--- src/rtl/dm_pkg.sv ---
package dm_pkg;
  typedef enum logic [1:0] {
    RG_NULL = 2'd0,
    RG_RSV  = 2'd1,
    RG_SFR  = 2'd2,
    RG_GPR  = 2'd3
  } region_e;

  localparam int unsigned IND0_A = 0;
  localparam int unsigned PTR0_A = 1;
  localparam int unsigned IND1_A = 2;
  localparam int unsigned PTR1_A = 3;
  localparam int unsigned ACC_A  = 5;
endpackage

--- src/rtl/dm_addr_resolve.sv ---
module dm_addr_resolve
  import dm_pkg::*;
#(
  parameter int unsigned DATA_W = 8,
  parameter int unsigned GP_BASE = 64,
  parameter logic [GP_BASE-1:0] IMPL = '0
) (
  input  logic [DATA_W-1:0] addr,
  input  logic [DATA_W-1:0] ptr0,
  input  logic [DATA_W-1:0] ptr1,
  output logic [DATA_W-1:0] eff,
  output region_e           region
);
  localparam int unsigned ADDR_W = DATA_W;
  localparam int unsigned SFR_AW = $clog2(GP_BASE);
  localparam logic [ADDR_W-1:0] BASE_A = ADDR_W'(GP_BASE);

  always_comb begin
    if (addr == ADDR_W'(IND0_A))      eff = ptr0;
    else if (addr == ADDR_W'(IND1_A)) eff = ptr1;
    else                              eff = addr;

    if (eff == ADDR_W'(IND0_A) || eff == ADDR_W'(IND1_A))
      region = RG_NULL;
    else if (eff < BASE_A)
      region = IMPL[eff[SFR_AW-1:0]] ? RG_SFR : RG_RSV;
    else
      region = RG_GPR;
  end
endmodule

--- src/rtl/dm_sfr_file.sv ---
module dm_sfr_file
  import dm_pkg::*;
#(
  parameter int unsigned DATA_W = 8,
  parameter int unsigned GP_BASE = 64,
  parameter logic [GP_BASE-1:0] IMPL = '0
) (
  input  logic                       clk,
  input  logic                       rst_n,
  input  logic [$clog2(GP_BASE)-1:0] rd_idx,
  output logic [DATA_W-1:0]          rd_data,
  input  logic                       wr_en,
  input  logic [$clog2(GP_BASE)-1:0] wr_idx,
  input  logic [DATA_W-1:0]          wr_data,
  output logic [DATA_W-1:0]          ptr0,
  output logic [DATA_W-1:0]          ptr1,
  output logic [DATA_W-1:0]          acc
);
  localparam int unsigned SFR_AW = $clog2(GP_BASE);

  logic [DATA_W-1:0] slot [GP_BASE];

  for (genvar i = 0; i < GP_BASE; i++) begin : g_slot
    if (IMPL[i]) begin : g_reg
      logic [DATA_W-1:0] q;
      always_ff @(posedge clk or negedge rst_n) begin
        if (!rst_n)                                   q <= '0;
        else if (wr_en && wr_idx == SFR_AW'(i))       q <= wr_data;
      end
      assign slot[i] = q;
    end else begin : g_hole
      assign slot[i] = '0;
    end
  end

  assign rd_data = slot[rd_idx];
  assign ptr0    = slot[PTR0_A];
  assign ptr1    = slot[PTR1_A];
  assign acc     = slot[ACC_A];

  // a pointer changes only when its own slot is written
  a_r12_ptr0_hold: assert property (@(posedge clk) disable iff (!rst_n)
    !(wr_en && wr_idx == SFR_AW'(PTR0_A)) |=> $stable(ptr0));
  a_r12_ptr1_hold: assert property (@(posedge clk) disable iff (!rst_n)
    !(wr_en && wr_idx == SFR_AW'(PTR1_A)) |=> $stable(ptr1));
  // accumulator takes the committed byte
  a_r3_acc_load: assert property (@(posedge clk) disable iff (!rst_n)
    (wr_en && wr_idx == SFR_AW'(ACC_A)) |=> acc == $past(wr_data));
endmodule

--- src/rtl/dm_gp_ram.sv ---
module dm_gp_ram #(
  parameter int unsigned DATA_W = 8,
  parameter int unsigned DEPTH  = 192
) (
  input  logic                     clk,
  input  logic [$clog2(DEPTH)-1:0] rd_idx,
  output logic [DATA_W-1:0]        rd_data,
  input  logic                     wr_en,
  input  logic [$clog2(DEPTH)-1:0] wr_idx,
  input  logic [DATA_W-1:0]        wr_data
);
  logic [DATA_W-1:0] mem [DEPTH];

  always_ff @(posedge clk) begin
    if (wr_en && int'(wr_idx) < DEPTH) mem[wr_idx] <= wr_data;
  end

  assign rd_data = (int'(rd_idx) < DEPTH) ? mem[rd_idx] : '0;
endmodule

--- src/rtl/dm_banked_mem.sv ---
module dm_banked_mem
  import dm_pkg::*;
#(
  parameter int unsigned DATA_W  = 8,
  parameter int unsigned GP_BASE = 64,
  parameter logic [GP_BASE-1:0] SFR_MAP = 64'h0000_00FF_0FFF_FFF0
) (
  input  logic                      clk,
  input  logic                      rst_n,
  input  logic [DATA_W-1:0]         addr,
  input  logic [DATA_W-1:0]         wdata,
  input  logic                      we,
  input  logic                      bit_set,
  input  logic                      bit_clr,
  input  logic [$clog2(DATA_W)-1:0] bit_idx,
  input  logic [DATA_W-1:0]         ro_mask,
  output logic [DATA_W-1:0]         rdata,
  output logic [DATA_W-1:0]         eff_addr,
  output logic [DATA_W-1:0]         ptr0,
  output logic [DATA_W-1:0]         ptr1,
  output logic [DATA_W-1:0]         acc
);
  localparam int unsigned ADDR_W = DATA_W;
  localparam int unsigned SFR_AW = $clog2(GP_BASE);
  localparam int unsigned DEPTH  = (1 << ADDR_W) - GP_BASE;
  localparam int unsigned RAM_AW = $clog2(DEPTH);
  localparam logic [GP_BASE-1:0] FIX_ON  = GP_BASE'(42);
  localparam logic [GP_BASE-1:0] FIX_OFF = GP_BASE'(5);
  localparam logic [GP_BASE-1:0] IMPL    = (SFR_MAP | FIX_ON) & ~FIX_OFF;

  logic [DATA_W-1:0] eff, cur, nb, sfr_rd, ram_rd, bmask;
  logic [SFR_AW-1:0] sfr_idx;
  logic [RAM_AW-1:0] ram_idx;
  region_e           region;
  logic              commit, sfr_we, ram_we;

  dm_addr_resolve #(.DATA_W(DATA_W), .GP_BASE(GP_BASE), .IMPL(IMPL)) u_res (
    .addr(addr), .ptr0(ptr0), .ptr1(ptr1), .eff(eff), .region(region)
  );

  assign sfr_idx = eff[SFR_AW-1:0];
  assign ram_idx = RAM_AW'(eff - ADDR_W'(GP_BASE));

  dm_sfr_file #(.DATA_W(DATA_W), .GP_BASE(GP_BASE), .IMPL(IMPL)) u_sfr (
    .clk(clk), .rst_n(rst_n), .rd_idx(sfr_idx), .rd_data(sfr_rd),
    .wr_en(sfr_we), .wr_idx(sfr_idx), .wr_data(nb),
    .ptr0(ptr0), .ptr1(ptr1), .acc(acc)
  );

  dm_gp_ram #(.DATA_W(DATA_W), .DEPTH(DEPTH)) u_ram (
    .clk(clk), .rd_idx(ram_idx), .rd_data(ram_rd),
    .wr_en(ram_we), .wr_idx(ram_idx), .wr_data(nb)
  );

  always_comb begin
    unique case (region)
      RG_SFR:  cur = sfr_rd;
      RG_GPR:  cur = ram_rd;
      default: cur = '0;
    endcase
  end

  assign bmask = (DATA_W'(1) << bit_idx) & ~ro_mask;

  always_comb begin
    if (we)           nb = (cur & ro_mask) | (wdata & ~ro_mask);
    else if (bit_set) nb = cur | bmask;
    else              nb = cur & ~bmask;
  end

  assign commit   = (we || bit_set || bit_clr) && (region == RG_SFR || region == RG_GPR);
  assign sfr_we   = commit && region == RG_SFR;
  assign ram_we   = commit && region == RG_GPR;
  assign rdata    = cur;
  assign eff_addr = eff;

  // a null target leaves pointers and accumulator untouched
  a_r2_null_inert: assert property (@(posedge clk) disable iff (!rst_n)
    (region == RG_NULL) |=> ($stable(ptr0) && $stable(ptr1) && $stable(acc)));
  // masked accumulator bits survive any committed update
  a_r10_ro_kept: assert property (@(posedge clk) disable iff (!rst_n)
    (commit && region == RG_SFR && eff == ADDR_W'(ACC_A))
    |=> ((acc ^ $past(cur)) & $past(ro_mask)) == '0);
  // a bit operation on the accumulator flips at most one bit
  a_r6_single_bit: assert property (@(posedge clk) disable iff (!rst_n)
    (!we && (bit_set || bit_clr) && eff == ADDR_W'(ACC_A))
    |=> $countones(acc ^ $past(acc)) <= 1);
  // reserved holes never read back nonzero
  a_r4_rsv_zero: assert property (@(posedge clk) disable iff (!rst_n)
    (region == RG_RSV) |-> rdata == '0);
endmodule

--- config.mk ---
export PLATFORM = sky130hd
export DESIGN_NAME = dm_banked_mem
export DESIGN_NICKNAME = d
export VERILOG_FILES = /design/src/rtl/dm_pkg.sv /design/src/rtl/dm_addr_resolve.sv /design/src/rtl/dm_sfr_file.sv /design/src/rtl/dm_gp_ram.sv /design/src/rtl/dm_banked_mem.sv
export SDC_FILE = /design/constraint.sdc
export NUM_CORES = 2
export LEC_CHECK = 0
export ABC_CLOCK_PERIOD_IN_PS = 19900
export CORE_ASPECT_RATIO = 1.75
export CORE_MARGIN = 5
export CORE_UTILIZATION = 44
export DETAILED_ROUTE_END_ITERATION = 7
export SLEW_MARGIN = 40
export SYNTH_ARGS = -nofsm -noshare
export SYNTH_HDL_FRONTEND = slang
export SYNTH_SLANG_ARGS = --single-unit
--- constraint.sdc ---
create_clock -name clk -period 19.9 [get_ports clk]
set_input_delay 3.98 -clock clk [delete_from_list [all_inputs] [get_ports clk]]
set_output_delay 3.98 -clock clk [all_outputs]
set_load 0.05 [all_outputs]
[Word-level counts from Yosys, hierarchy flattened]
Memories as Yosys holds them, arrays and structs flattened.
Index checks and enable logic that the tools add are counted.
Word-level totals
  flip-flop bits (word level): 272
  memory bits (writable): 1536
  bits in read-only memories: 64
  input port bits: 32
  output and inout port bits: 40
  logic and storage cells: 148
  memories: 2
Memory list
  u_ram.mem: depth 192, bits a word 8, rd ports 1, clocked after memory_dff 0, write ports 1, line dm_gp_ram.sv:12  | logic [DATA_W-1:0] mem [DEPTH];
  (name not given): depth 64, bits a word 1, rd ports 1, clocked after memory_dff 0, write ports 0, line dm_addr_resolve.sv:26  | region = IMPL[eff[SFR_AW-1:0]] ? RG_SFR : RG_RSV;
Operators by class
  $add $sub $neg: 1
  order comparisons: 4
  equality and inequality tests: 38
  shift-type cells: 1
  mux-type cells: 15
  bitwise operators: 9
  reduce and logical (&&, ||, !) cells: 44
Operators with widths (count)
  == test 6 x 5 -> 1 bit (second input constant): 12
  2-to-1 mux 8 bit: 7
  binary-select mux 8 bit (select 6 bit): 1
  == test 6 x 4 -> 1 bit (second input constant): 8
  == test 6 bit (second input constant): 8
  logical AND 1 bit: 38
  AND 8 bit: 4
  == test 6 x 3 -> 1 bit (second input constant): 4
  == test 8 x 2 -> 1 bit (second input constant): 2
  zero test 8 bit: 2
  NOT 8 bit: 2
  bitwise OR 8 bit: 2
  case mux 8 bit (2 select lines): 1
  < comparator 8 x 7 -> 1 bit (second input constant): 1
  < comparator 8 bit (second input constant): 1
  left shift 1 x 3 -> 8 bit (first input constant): 1
  subtractor 8 x 7 -> 8 bit (second input constant): 1
  greater-or-equal comparator 7 bit (second input constant): 1
  < comparator 6 x 7 -> 1 bit (second input constant): 1
  NOT 6 -> 7 bit: 1
  == test 6 x 1 -> 1 bit (second input constant): 1
  == test 6 x 2 -> 1 bit (second input constant): 1
  2-to-1 mux 2 bit: 3
  == test 2 bit (second input constant): 2
  other kinds (2): 7

[Longest topological paths before layout]
  depth in word-level cells: 15
  gate-level depth with buffers: 20
  gate-level depth less buffers: 15

[By module]
A second synthesis with hierarchy kept.
Unflattened totals
  cell total of the unflattened synthesis: 3831
  area total of the unflattened synthesis: 73745.7 um^2
Modules (own cells, without submodules)
  dm_gp_ram: instances 1, cells an instance 2827, area an instance 60224.0 um^2
  dm_sfr_file: instances 1, cells an instance 883, area an instance 12684.7 um^2
  dm_banked_mem: instances 1, cells an instance 77, area an instance 511.7 um^2
  dm_addr_resolve: instances 1, cells an instance 44, area an instance 325.3 um^2

[Worst setup path before layout]
OpenSTA, ideal clock, no wires.
  path kind: input to output
  start: in addr[4]
  end: out rdata[7]
  arrival time: 8.258 ns
  setup slack: 7.662 ns
  cell stages on the path: 12
  path buffers: 4
  cells stage by stage: buf_6 > or4_4 > o41a_1 > inv_2 > buf_1 > buf_2 > clkbuf_1 > mux2i_1 > o21ai_0 > or2_2 > o21a_1 > o21ai_0
On the way
  cells in the longest elaborated chain, start to end: 10
Ends and longest elaborated chain
  from (decl): line dm_banked_mem.sv:10  | input logic [DATA_W-1:0] addr,
  == test 8 x 2 -> 1 bit: line dm_addr_resolve.sv:20  | else if (addr == ADDR_W'(IND1_A)) eff = ptr1;
  2-to-1 mux 8 bit: line dm_addr_resolve.sv:20
  2-to-1 mux 8 bit (*): line dm_addr_resolve.sv:19  | if (addr == ADDR_W'(IND0_A)) eff = ptr0;
  via eff_addr[2]: line dm_banked_mem.sv:18  | output logic [DATA_W-1:0] eff_addr,
  parallel branches: the longest is 6 deep, another holds subtractor 8 x 7 -> 8 bit
  case mux 8 bit (2 select lines) (*): line dm_banked_mem.sv:56  | unique case (region)
  to (decl): line dm_banked_mem.sv:17  | output logic [DATA_W-1:0] rdata,
Mark *: on every way through the listed nets, which the timed path passes. The select of a mux whose other input is x is not followed.

[Worst setup path in the final report]
  start: in addr[0]
  end: out rdata[7]
On the way
  cells in the longest elaborated chain, start to end: 10
Ends and longest elaborated chain (line)
  == test 8 x 2 -> 1 bit: dm_addr_resolve.sv:20
  2-to-1 mux 8 bit: dm_addr_resolve.sv:20
  2-to-1 mux 8 bit (*): dm_addr_resolve.sv:19
  parallel branches: the longest is 6 deep, another holds subtractor 8 x 7 -> 8 bit
  case mux 8 bit (2 select lines) (*): dm_banked_mem.sv:56
Mark *: on every way between the ends. The select of a mux whose other input is x is not followed.

==> flow_summary_export.csv <==
group,metric,value,unit
power_and_ir_drop,powerDensity,97.52,nW/um^2
critical_path,critical_path.max_fanout,153,
cts,clk_pin_slew,0.06,ns
synth,yosys.area.top_type,"edfxtp_1",
synth,ys_ff_latch,1808,
synth,syn_inst,5238,
placed_design,dpl.hpwl,161.7,mm
sta,setup_viol,0,
critical_path,critPathKind,"input port to output port",
global_routing,grt_max_degree,193,
cts,htree_levels,4,
cts,cts_root_buffer,"clkbuf_16",
synth,yosys-top-cells-count,"1536 x edfxtp_1, 667 x nand2_1, 306 x and3_1",
synth,syn-cell-area,75270,sq um
sta,slew_headroom,33.29,%
sta,fin_setup_tns,0,ns
critical_path,cpMostUsedCell,"clkdlybuf4s50_1",
power_and_ir_drop,p_total,8.204,mW
floorplan,die_w,322.6,microns
sta,min_period,15.61,ns
synth,ys_seq_area_share,70.32,%
cts,clkSinkCount,1808,
sta,worst-slew-pin-transition,0.9940,ns
synth,synth-edff-count,1536,
floorplan,rows,200,
sta,grt_setup_unrepaired,"false",
detailed_routing,ant_nets,0,
sta,hold_viol_final,0,
placed_design,port_buffers,71,
synth,yosysMostFrequentCell,"edfxtp_1",
synth,yosysUniqueCellTypes,91,
placed_design,placed_cell_area,78760,sq um
synth,syn_nets,5274,
detailed_routing,first_pass_iters,7,
cts,cts_hold_buf,0,
critical_path,crit_buf_inv,4,
detailed_routing,wirelength,260.8,mm
layout,drive_gt1_share,18.62,%
detailed_routing,num_vias,48800,
synth,ys_warn_count,0,
layout,final_nets,5263,
sta,slew_viol_final,0,
cts,cts-resized-gates,0,
sta,max_freq,0.06408,GHz
placed_design,globalplace.congestion,0.9319,
floorplan,dieHeight,557.1,microns
layout,area_growth,11.77,%
floorplan,core-area,169900,sq um
synth,synth_top_area_share,61.28,%
detailed_routing,drc,0,
sta,hold_ws,0.5009,ns
sta,fin_crit_sh,78.42,%
global_routing,grt_pass1_wl,364.1,mm
global_routing,grt_pass1_vias,47840,
detailed_routing,drtIter0Drc,5991,
synth,synth_ff_type,"edfxtp_1",
cts,clk_path_buf_depth,4,
detailed_routing,viasPerCell,6.447,
floorplan,start_util,44.30,%
layout,final_core_util,49.51,%
cts,postCtsSetupBuffers,0,
global_routing,antenna_found_initial,6,
critical_path,crit_required,15.92,ns
outcome,outcome,"completed",
layout,finalInstanceArea,84120,sq um
synth,ys_async_sr_fraction,15.04,%
floorplan,fp.dieArea,179800,sq um
sta,skew,0.07216,ns
critical_path,worst_path_max_delay_cell,"clkdlybuf4s50_1",
cts,cts_tree,"done",
floorplan,pin_count,72,
synth,syn_avg_cell_area,14.37,sq um
synth,synth_area_leaders,"edfxtp_1 61%, dfrtp_1 9.0%, mux2_2 4.4%",
critical_path,crit_chain,"clkdlybuf4s50_1 > nor4b_2 > a21o_4 > nand2_8 > inv_16 > buf_12 > mux2_2 > a2111oi_0 > mux2i_1 > o21ai_1 > or2_2 > o21a_1 > o21ai_0 > clkdlybuf4s50_1",
critical_path,startpoint_type,"input port",
power_and_ir_drop,vdd_drop_max,0.06453,mV
hold_path,holdCritPathClass,"register to register",
global_routing,gr-total-overflow,0,
global_routing,grt_usage,28.28,%
critical_path,crit_family,"buffers and inverters",
critical_path,endpoint_kind,"output port",
cts,cts_made_buffers,164,
critical_path,max_stage_delay,0.81,ns
critical_path,cp.arrival,11.63,ns
power_and_ir_drop,power.leakage,29.12,nW
run,drv_cap,0,
detailed_routing,wire_per_inst,34.45,microns
cts,worstSkewPairLatency,0.81,ns
## path summary, 6_finish.rpt
kind                            slack [ns]                                      end  cells past startpoint                               startpoint
worst max-delay path                  4.29                                 rdata[7]                     14                                  addr[0]
worst min-delay path                  0.50  u_sfr.g_slot[15].g_reg.q[1]$_DFFE_PN0P_                      1  u_sfr.g_slot[15].g_reg.q[1]$_DFFE_PN0P_
worst max register to register       11.32  u_sfr.g_slot[15].g_reg.q[3]$_DFFE_PN0P_                     16                u_sfr.ptr1[1]$_DFFE_PN0P_
worst min register to register        0.50  u_sfr.g_slot[15].g_reg.q[1]$_DFFE_PN0P_                      1  u_sfr.g_slot[15].g_reg.q[1]$_DFFE_PN0P_
max in group asynchronous            15.50  u_sfr.g_slot[15].g_reg.q[1]$_DFFE_PN0P_                      2                                    rst_n
min in group asynchronous             3.14  u_sfr.g_slot[38].g_reg.q[1]$_DFFE_PN0P_                      1                                    rst_n
## layout by cell type (no fill, tap or decap), types with 37 or more instances in the layout
master	instances
buf_4	123
clkdlybuf4s50_1	70
nor2_2	186
edfxtp_1	1536
mux4_2	58
mux2i_1	183
dfrtp_1	272
a311oi_1	66
a21oi_1	71
nor2_1	79
mux2_2	292
o21ai_0	92
a31oi_1	73
nand2_1	660
o22ai_1	37
nand3_1	235
and3_1	306
a211oi_1	272
clkbuf_16	168
## power breakdown
part | switching (mW) | leakage, nW | internal (mW)
clock | 1.39 | 2.52 | 1.75
combinational | 0.598 | 8.94 | 0.172
sequential | 0.0188 | 17.7 | 4.27
## state kept, by name, indices dropped and copies added, names as in the netlist
name	cells
u_ram.mem	1536
u_sfr.acc	8
u_sfr.g_slot.g_reg.q	248
u_sfr.ptr0	8
u_sfr.ptr1	8
## final cells by class
| type | instances | area (sq um) |
|---|---|---|
| fillers | 14390 | 85790 |
| flip-flops and latches | 1808 | 52930 |
| multi-input cells | 3018 | 21140 |
| clock buffers | 204 | 4403 |
| well taps | 2222 | 2780 |
| repair buffers | 216 | 2001 |
| clock inverters | 79 | 755.7 |
| inverters | 19 | 101.3 |
| diodes | 3 | 7.507 |
## kinds of logic after synthesis
logic type                 share of synthesized area, %
muxes                                             8.583
adders and majority gates                       0.06650
DFF                                               70.33
AOI/OAI and AO/OA                                 8.134
buffers and inverters                             2.653
and+or+nand+nor                                   10.24
## per-layer routing
| layer | GRT usage, % | part of all wire (%) |
|---|---|---|
| met1 | 33.82 | 35 |
| met3 | 4.971 | 8.6 |
| met4 | 19.66 | 8.6 |
| met5 | 0 | 0 |
| met2 | 46.56 | 48 |
## metrics by stage
stage	setup WS (ns)	instances
finish	4.295	7569
global route	4.185	7567
CTS	4.269	7565
detailed placement	4.279	7282
global placement	4.088	7281
floorplan	7.662	5238
Note: power is estimated with default switching activity, not from simulation.
